File: src/rtl/bridge_status_pkg.sv
package bridge_status_pkg;
  localparam int STATUS_W = 16;
  localparam int LANES    = STATUS_W / 8;

  localparam int BIT_INT  = 3;
  localparam int BIT_CAP  = 4;
  localparam int BIT_MDPE = 8;
  localparam int BIT_RTA  = 12;
  localparam int BIT_RMA  = 13;
  localparam int BIT_SSE  = 14;
  localparam int BIT_DPE  = 15;

  localparam logic [STATUS_W-1:0] STICKY_MASK =
    (STATUS_W'(1) << BIT_MDPE) | (STATUS_W'(1) << BIT_RTA) |
    (STATUS_W'(1) << BIT_RMA)  | (STATUS_W'(1) << BIT_SSE) |
    (STATUS_W'(1) << BIT_DPE);

  typedef struct packed {
    logic                setMasterPar;
    logic                setDetPar;
    logic                setTgtAbort;
    logic                setMstAbort;
    logic                setSysErr;
    logic [STATUS_W-1:0] clrMask;
  } statusStrobes_t;
endpackage

File: src/rtl/bridge_status_ctrl.sv
module bridge_status_ctrl
  import bridge_status_pkg::*;
#(
  parameter int                ADDR_W        = 12,
  parameter logic [ADDR_W-1:0] STATUS_OFFSET = 12'h006
) (
  input  logic [ADDR_W-1:0]   cfgAddr,
  input  logic                cfgWrEn,
  input  logic [LANES-1:0]    cfgByteEn,
  input  logic [STATUS_W-1:0] cfgWrData,
  input  logic                evPoisonWrReq,
  input  logic                evPoisonCpl,
  input  logic                evCplAbort,
  input  logic                evCplUnsupp,
  input  logic                evErrMsgSent,
  input  logic                cmdParityRespEn,
  input  logic                cmdSysErrEn,
  output statusStrobes_t      strobes
);
  logic [STATUS_W-1:0] laneMask;
  logic                wrHit;
  logic                anyPoison;

  genvar lane;
  generate
    for (lane = 0; lane < LANES; lane++) begin : g_lane
      assign laneMask[lane*8 +: 8] = {8{cfgByteEn[lane]}};
    end
  endgenerate

  assign wrHit     = cfgWrEn && (cfgAddr == STATUS_OFFSET);
  assign anyPoison = evPoisonWrReq || evPoisonCpl;

  always_comb begin
    strobes              = '0;
    strobes.setDetPar    = anyPoison;
    strobes.setMasterPar = anyPoison && cmdParityRespEn;
    strobes.setTgtAbort  = evCplAbort;
    strobes.setMstAbort  = evCplUnsupp;
    strobes.setSysErr    = evErrMsgSent && cmdSysErrEn;
    strobes.clrMask      = wrHit ? (cfgWrData & laneMask & STICKY_MASK) : '0;
  end
endmodule

File: src/rtl/bridge_status_dp.sv
module bridge_status_dp
  import bridge_status_pkg::*;
(
  input  logic                clk,
  input  logic                rstN,
  input  statusStrobes_t      strobes,
  input  logic                intPending,
  output logic [STATUS_W-1:0] statusWord
);
  logic [STATUS_W-1:0] stickyQ;
  logic [STATUS_W-1:0] setVec;
  logic                anySet;

  always_comb begin
    setVec           = '0;
    setVec[BIT_MDPE] = strobes.setMasterPar;
    setVec[BIT_DPE]  = strobes.setDetPar;
    setVec[BIT_RTA]  = strobes.setTgtAbort;
    setVec[BIT_RMA]  = strobes.setMstAbort;
    setVec[BIT_SSE]  = strobes.setSysErr;
  end

  assign anySet = |setVec;

  always_ff @(posedge clk) begin
    if (!rstN) stickyQ <= '0;
    else       stickyQ <= ((stickyQ & ~strobes.clrMask) | setVec) & STICKY_MASK;
  end

  always_comb begin
    statusWord          = stickyQ;
    statusWord[BIT_CAP] = 1'b1;
    statusWord[BIT_INT] = intPending;
  end

  // a set beats a concurrent clear
  assert_set_wins_R10: assert property (@(posedge clk) disable iff (!rstN)
    strobes.setTgtAbort |=> statusWord[BIT_RTA]);
  // detected parity flag sets after its strobe
  assert_detpar_set_R5: assert property (@(posedge clk) disable iff (!rstN)
    strobes.setDetPar |=> statusWord[BIT_DPE]);
  // clear without set drops the bit
  assert_clear_R9: assert property (@(posedge clk) disable iff (!rstN)
    (strobes.clrMask[BIT_RMA] && !strobes.setMstAbort) |=> !statusWord[BIT_RMA]);
  // no strobe keeps sticky bits stable
  assert_hold_R9: assert property (@(posedge clk) disable iff (!rstN)
    (strobes.clrMask == '0 && !anySet) |=> $stable(statusWord & STICKY_MASK));
endmodule

File: src/rtl/bridge_status_reg.sv
module bridge_status_reg
  import bridge_status_pkg::*;
#(
  parameter int                ADDR_W        = 12,
  parameter logic [ADDR_W-1:0] STATUS_OFFSET = 12'h006
) (
  input  logic                clk,
  input  logic                rstN,
  input  logic [ADDR_W-1:0]   cfgAddr,
  input  logic                cfgRdEn,
  output logic [15:0]         cfgRdData,
  input  logic                cfgWrEn,
  input  logic [1:0]          cfgByteEn,
  input  logic [15:0]         cfgWrData,
  input  logic                evPoisonWrReq,
  input  logic                evPoisonCpl,
  input  logic                evCplAbort,
  input  logic                evCplUnsupp,
  input  logic                evErrMsgSent,
  input  logic                intPending,
  input  logic                cmdParityRespEn,
  input  logic                cmdSysErrEn
);
  statusStrobes_t      strobes;
  logic [STATUS_W-1:0] statusWord;

  bridge_status_ctrl #(.ADDR_W(ADDR_W), .STATUS_OFFSET(STATUS_OFFSET)) u_ctrl (
    .cfgAddr(cfgAddr), .cfgWrEn(cfgWrEn), .cfgByteEn(cfgByteEn),
    .cfgWrData(cfgWrData), .evPoisonWrReq(evPoisonWrReq),
    .evPoisonCpl(evPoisonCpl), .evCplAbort(evCplAbort),
    .evCplUnsupp(evCplUnsupp), .evErrMsgSent(evErrMsgSent),
    .cmdParityRespEn(cmdParityRespEn), .cmdSysErrEn(cmdSysErrEn),
    .strobes(strobes)
  );

  bridge_status_dp u_dp (
    .clk(clk), .rstN(rstN), .strobes(strobes),
    .intPending(intPending), .statusWord(statusWord)
  );

  assign cfgRdData = (cfgRdEn && cfgAddr == STATUS_OFFSET) ? statusWord : '0;

  // master parity flag only rises after a gated poison event
  assert_mdpe_gate_R4: assert property (@(posedge clk) disable iff (!rstN)
    $rose(statusWord[BIT_MDPE]) |->
      $past(cmdParityRespEn && (evPoisonWrReq || evPoisonCpl)));
  // system error flag only rises after a gated message event
  assert_sse_gate_R8: assert property (@(posedge clk) disable iff (!rstN)
    $rose(statusWord[BIT_SSE]) |-> $past(cmdSysErrEn && evErrMsgSent));
endmodule

File: config.mk
export PLATFORM = sky130hd
export DESIGN_NAME = bridge_status_reg
export DESIGN_NICKNAME = d
export VERILOG_FILES = /design/src/rtl/bridge_status_pkg.sv /design/src/rtl/bridge_status_ctrl.sv /design/src/rtl/bridge_status_dp.sv /design/src/rtl/bridge_status_reg.sv
export SDC_FILE = /design/constraint.sdc
export NUM_CORES = 1
export LEC_CHECK = 0
export BUFFER_PORTS_ARGS = -buffer_cell sky130_fd_sc_hd__buf_2
export CORE_MARGIN = 1
export CORE_UTILIZATION = 28
export DETAILED_ROUTE_END_ITERATION = 8
export HOLD_SLACK_MARGIN = 0.02
export PLACE_DENSITY = 0.83
export SLEW_MARGIN = 20
export SYNTH_ARGS = -nofsm -noshare
export SYNTH_HDL_FRONTEND = slang
export SYNTH_SLANG_ARGS = --single-unit
File: constraint.sdc
create_clock -name clk -period 1.8 [get_ports clk]
set_clock_uncertainty 0.1 [all_clocks]
set_input_delay 0.09 -clock clk [delete_from_list [all_inputs] [get_ports clk]]
set_output_delay 0.09 -clock clk [all_outputs]
set_load 0.03 [all_outputs]
==> impl_metrics.csv <==
group,metric,value,unit
clocking,cts_buffers,3,
routing,drtIter0Drc,4,
setup_path,crit_top_cell,"buf_2",
timing,timing.fmax,603.5,MHz
floorplan,initial_core_util,32.38,%
setup_path,cp_slowest_cell,"or4_4",
yosys,synth_commonest_cells,"buf_4 (9), and2_1 (6), dfxtp_1 (5), inv_1 (5)",
clocking,h-tree-depth,1,
timing,finalMaxSlewViolations,0,
global_route,grt_pass1_vias,423,
pwr,combPwrFrac,26.7,%
clocking,clk_path_buf_depth,2,
clocking,clock-root-buffer,"clkbuf_4",
yosys,synth_top_area_share,26.06,%
pwr,ir_worst_vdd,0.3107,mV
global_route,grt_first_pass_wirelength,1.573,mm
clocking,cts_hold_buf,7,
yosys,syn_avg_cell_area,8.536,um2
floorplan,core_area,1186,um2
timing,hold_viol,0,
global_route,grt_use_total,16.65,%
layout,syn_to_final_growth,66.78,%
setup_path,critPathMaxFanout,7,
routing,drc,0,
pwr,finalPower,0.3406,mW
yosys,ys_seq_elements,5,
floorplan,die_w,39.04,um
routing,finalWirelength,1.023,mm
pwr,p_sw_share,28.12,%
place,placed_cells,94,
place,io_buffers,36,
yosys,ys.flop_type,"dfxtp_1",
place,gp_congestion,0.6254,
yosys,synth_seq_area_share,26.06,%
clocking,post_cts_resize_count,0,
pwr,pwr-share-clk,37.3,%
setup_path,worst-setup-path-type,"input port to output port",
global_route,grt_max_degree,8,
clocking,cts_tree,"done",
status,status,"complete, no violations",
timing,finalSetupViolCount,0,
routing,post_drt_wl_per_cell,9.743,um
setup_path,critPathCaptureType,"output port",
place,hpwl,806.8,um
clocking,insertion_delay,0.23,ns
pwr,power.internal,0.2449,mW
worst_hold_path,hp-class,"input port to flop",
layout,regMostFlops,"u_dp.stickyQ",
clocking,clock-sinks,5,
routing,ant_nets,0,
place,placedInstanceArea,544.3,um2
timing,rsz0062_at_grt,"false",
layout,final_area,640.6,um2
pwr,p_leak,0.3591,nW
pwr,power.switching,0.09578,mW
yosys,ys_top_cells_by_area,"dfxtp_1 (26%), buf_4 (18%), nor4_4 (11%)",
floorplan,io_pins,58,
yosys,synth.most_common_cell,"buf_4",
setup_path,path_buf_inv,2,
timing,fin_crit_sh,92.05,%
yosys,syn_area,384.1,um2
yosys,synth_edf_count,0,
timing,fin_crit,1.657,ns
layout,diodes,0,
yosys,synthDistinctLibCells,16,
yosys,synth_top_area_cell,"dfxtp_1",
setup_path,cp-start-kind,"input port",
layout,drive_gt1_share,47.25,%
global_route,overflow,0,
routing,vias,452,
floorplan,fp.dieH,39.04,um
layout,nNetsFinal,134,
global_route,antenna_found_initial,0,
layout,reg_top3,"u_dp.stickyQ x5",
routing,dr.pass1.iters,2,
clocking,cts_setup_buffers,0,
layout,fin_cells,105,
pwr,p_seq_share,36.0,%
timing,fin_tns_setup,0,ns
setup_path,worstPathCellList,"buf_2 -> or4_4 -> nor4_4 -> and2_1 -> buf_2",
routing,viasPerCell,4.305,
layout,largest_reg_flops,5,
setup_path,critical-path-max-stage-delay,0.56,ns
yosys,async_flop_share,0,%
setup_path,crit_family,"simple AND/OR/NAND/NOR gates",
floorplan,num_rows,12,
yosys,syn_inst,45,
job,maxCapViolCount,0,
yosys,yosys_warnings,0,
floorplan,fp.dieArea,1524,um2
pwr,power_density,531.7,nW/um2
setup_path,required,1.61,ns
clocking,path_clk_slew,0.04,ns
setup_path,arrival,1.47,ns
-- worst paths after layout --
| kind | cells past startpoint | end | start | slack, ns |
|---|---|---|---|---|
| max | 5 | cfgRdData[15] | cfgAddr[5] | 0.14 |
| min | 3 | u_dp.stickyQ[14]$_SDFF_PN0_ | cmdSysErrEn | 0.03 |
| max reg2reg | 2 | u_dp.stickyQ[15]$_SDFF_PN0_ | u_dp.stickyQ[15]$_SDFF_PN0_ | 1.01 |
| min reg2reg | 3 | u_dp.stickyQ[8]$_SDFF_PN0_ | u_dp.stickyQ[8]$_SDFF_PN0_ | 0.42 |
-- logic make-up after synthesis --
kind of cell           count (synthesis)  share of synthesized area [%]
and+or+nand+nor                       15                          33.87
buffers and inverters                 14                          22.47
AOI/OAI and AO/OA                     10                          16.61
DFF                                    5                          26.06
other                                  1                         0.9763
-- area by class of cell --
type	instances	area [um2]
repair buffers	43	250.2
fillers	123	545.5
well taps	14	17.52
inverters	5	18.77
flip-flops and latches	5	100.1
multi-input cells	34	227.7
clock buffers	4	26.28
-- layer usage --
layer | part of all wire [%] | up-vias | track usage (%)
li1 | - | 232 | -
met1 | 32 | 194 | 13.01
met2 | 60 | 26 | 34.58
met3 | 8.2 | 0 | 5.780
met4 | 0 | 0 | 7.759
met5 | 0 | - | 0
-- placed cells by master, fill, tap and decap left out --
| master | count |
|---|---|
| dlygate4sd3_1 | 7 |
| o21ai_0 | 3 |
| nor2_1 | 1 |
| a31oi_1 | 3 |
| a21oi_1 | 1 |
| and2_1 | 6 |
| nor4_4 | 2 |
| nand2_1 | 2 |
| a311oi_1 | 2 |
| or4_4 | 2 |
| nor3_1 | 1 |
| conb_1 | 9 |
| inv_1 | 5 |
| a21o_1 | 1 |
| nand4bb_1 | 1 |
| buf_2 | 36 |
| dfxtp_1 | 5 |
| clkbuf_1 | 1 |
| clkbuf_4 | 3 |
-- power groups by stage --
stage          clock (mW)  sequential, mW  combinational (mW)
2_1_floorplan           0           0.123              0.0592
3_5_place_dp            0           0.125              0.0787
3_3_place_gp            0           0.124              0.0759
6_report            0.127           0.123              0.0909
5_1_grt             0.143           0.124               0.101
4_1_cts             0.134           0.123              0.0904
-- stage by stage --
step | hold slack [ns] | setup WS, ns | util [%]
2_1_floorplan | 0.08776 | 0.03963 | -
3_3_place_gp | 0.1737 | 0.1318 | 45.89
3_5_place_dp | 0.1791 | 0.1195 | 45.89
4_1_cts | 0.02976 | 0.1195 | 54.01
5_1_grt | 0.04914 | 0.05438 | 54.01
6_report | 0.03374 | 0.1431 | 54.01
-- worst register-to-register path, stage by stage, from the launching register on --
cell and delay, ns:
dfxtp_1 0.32, nor3_1 0.05, a311oi_1 0.23
(Power assumes the default switching activity.)
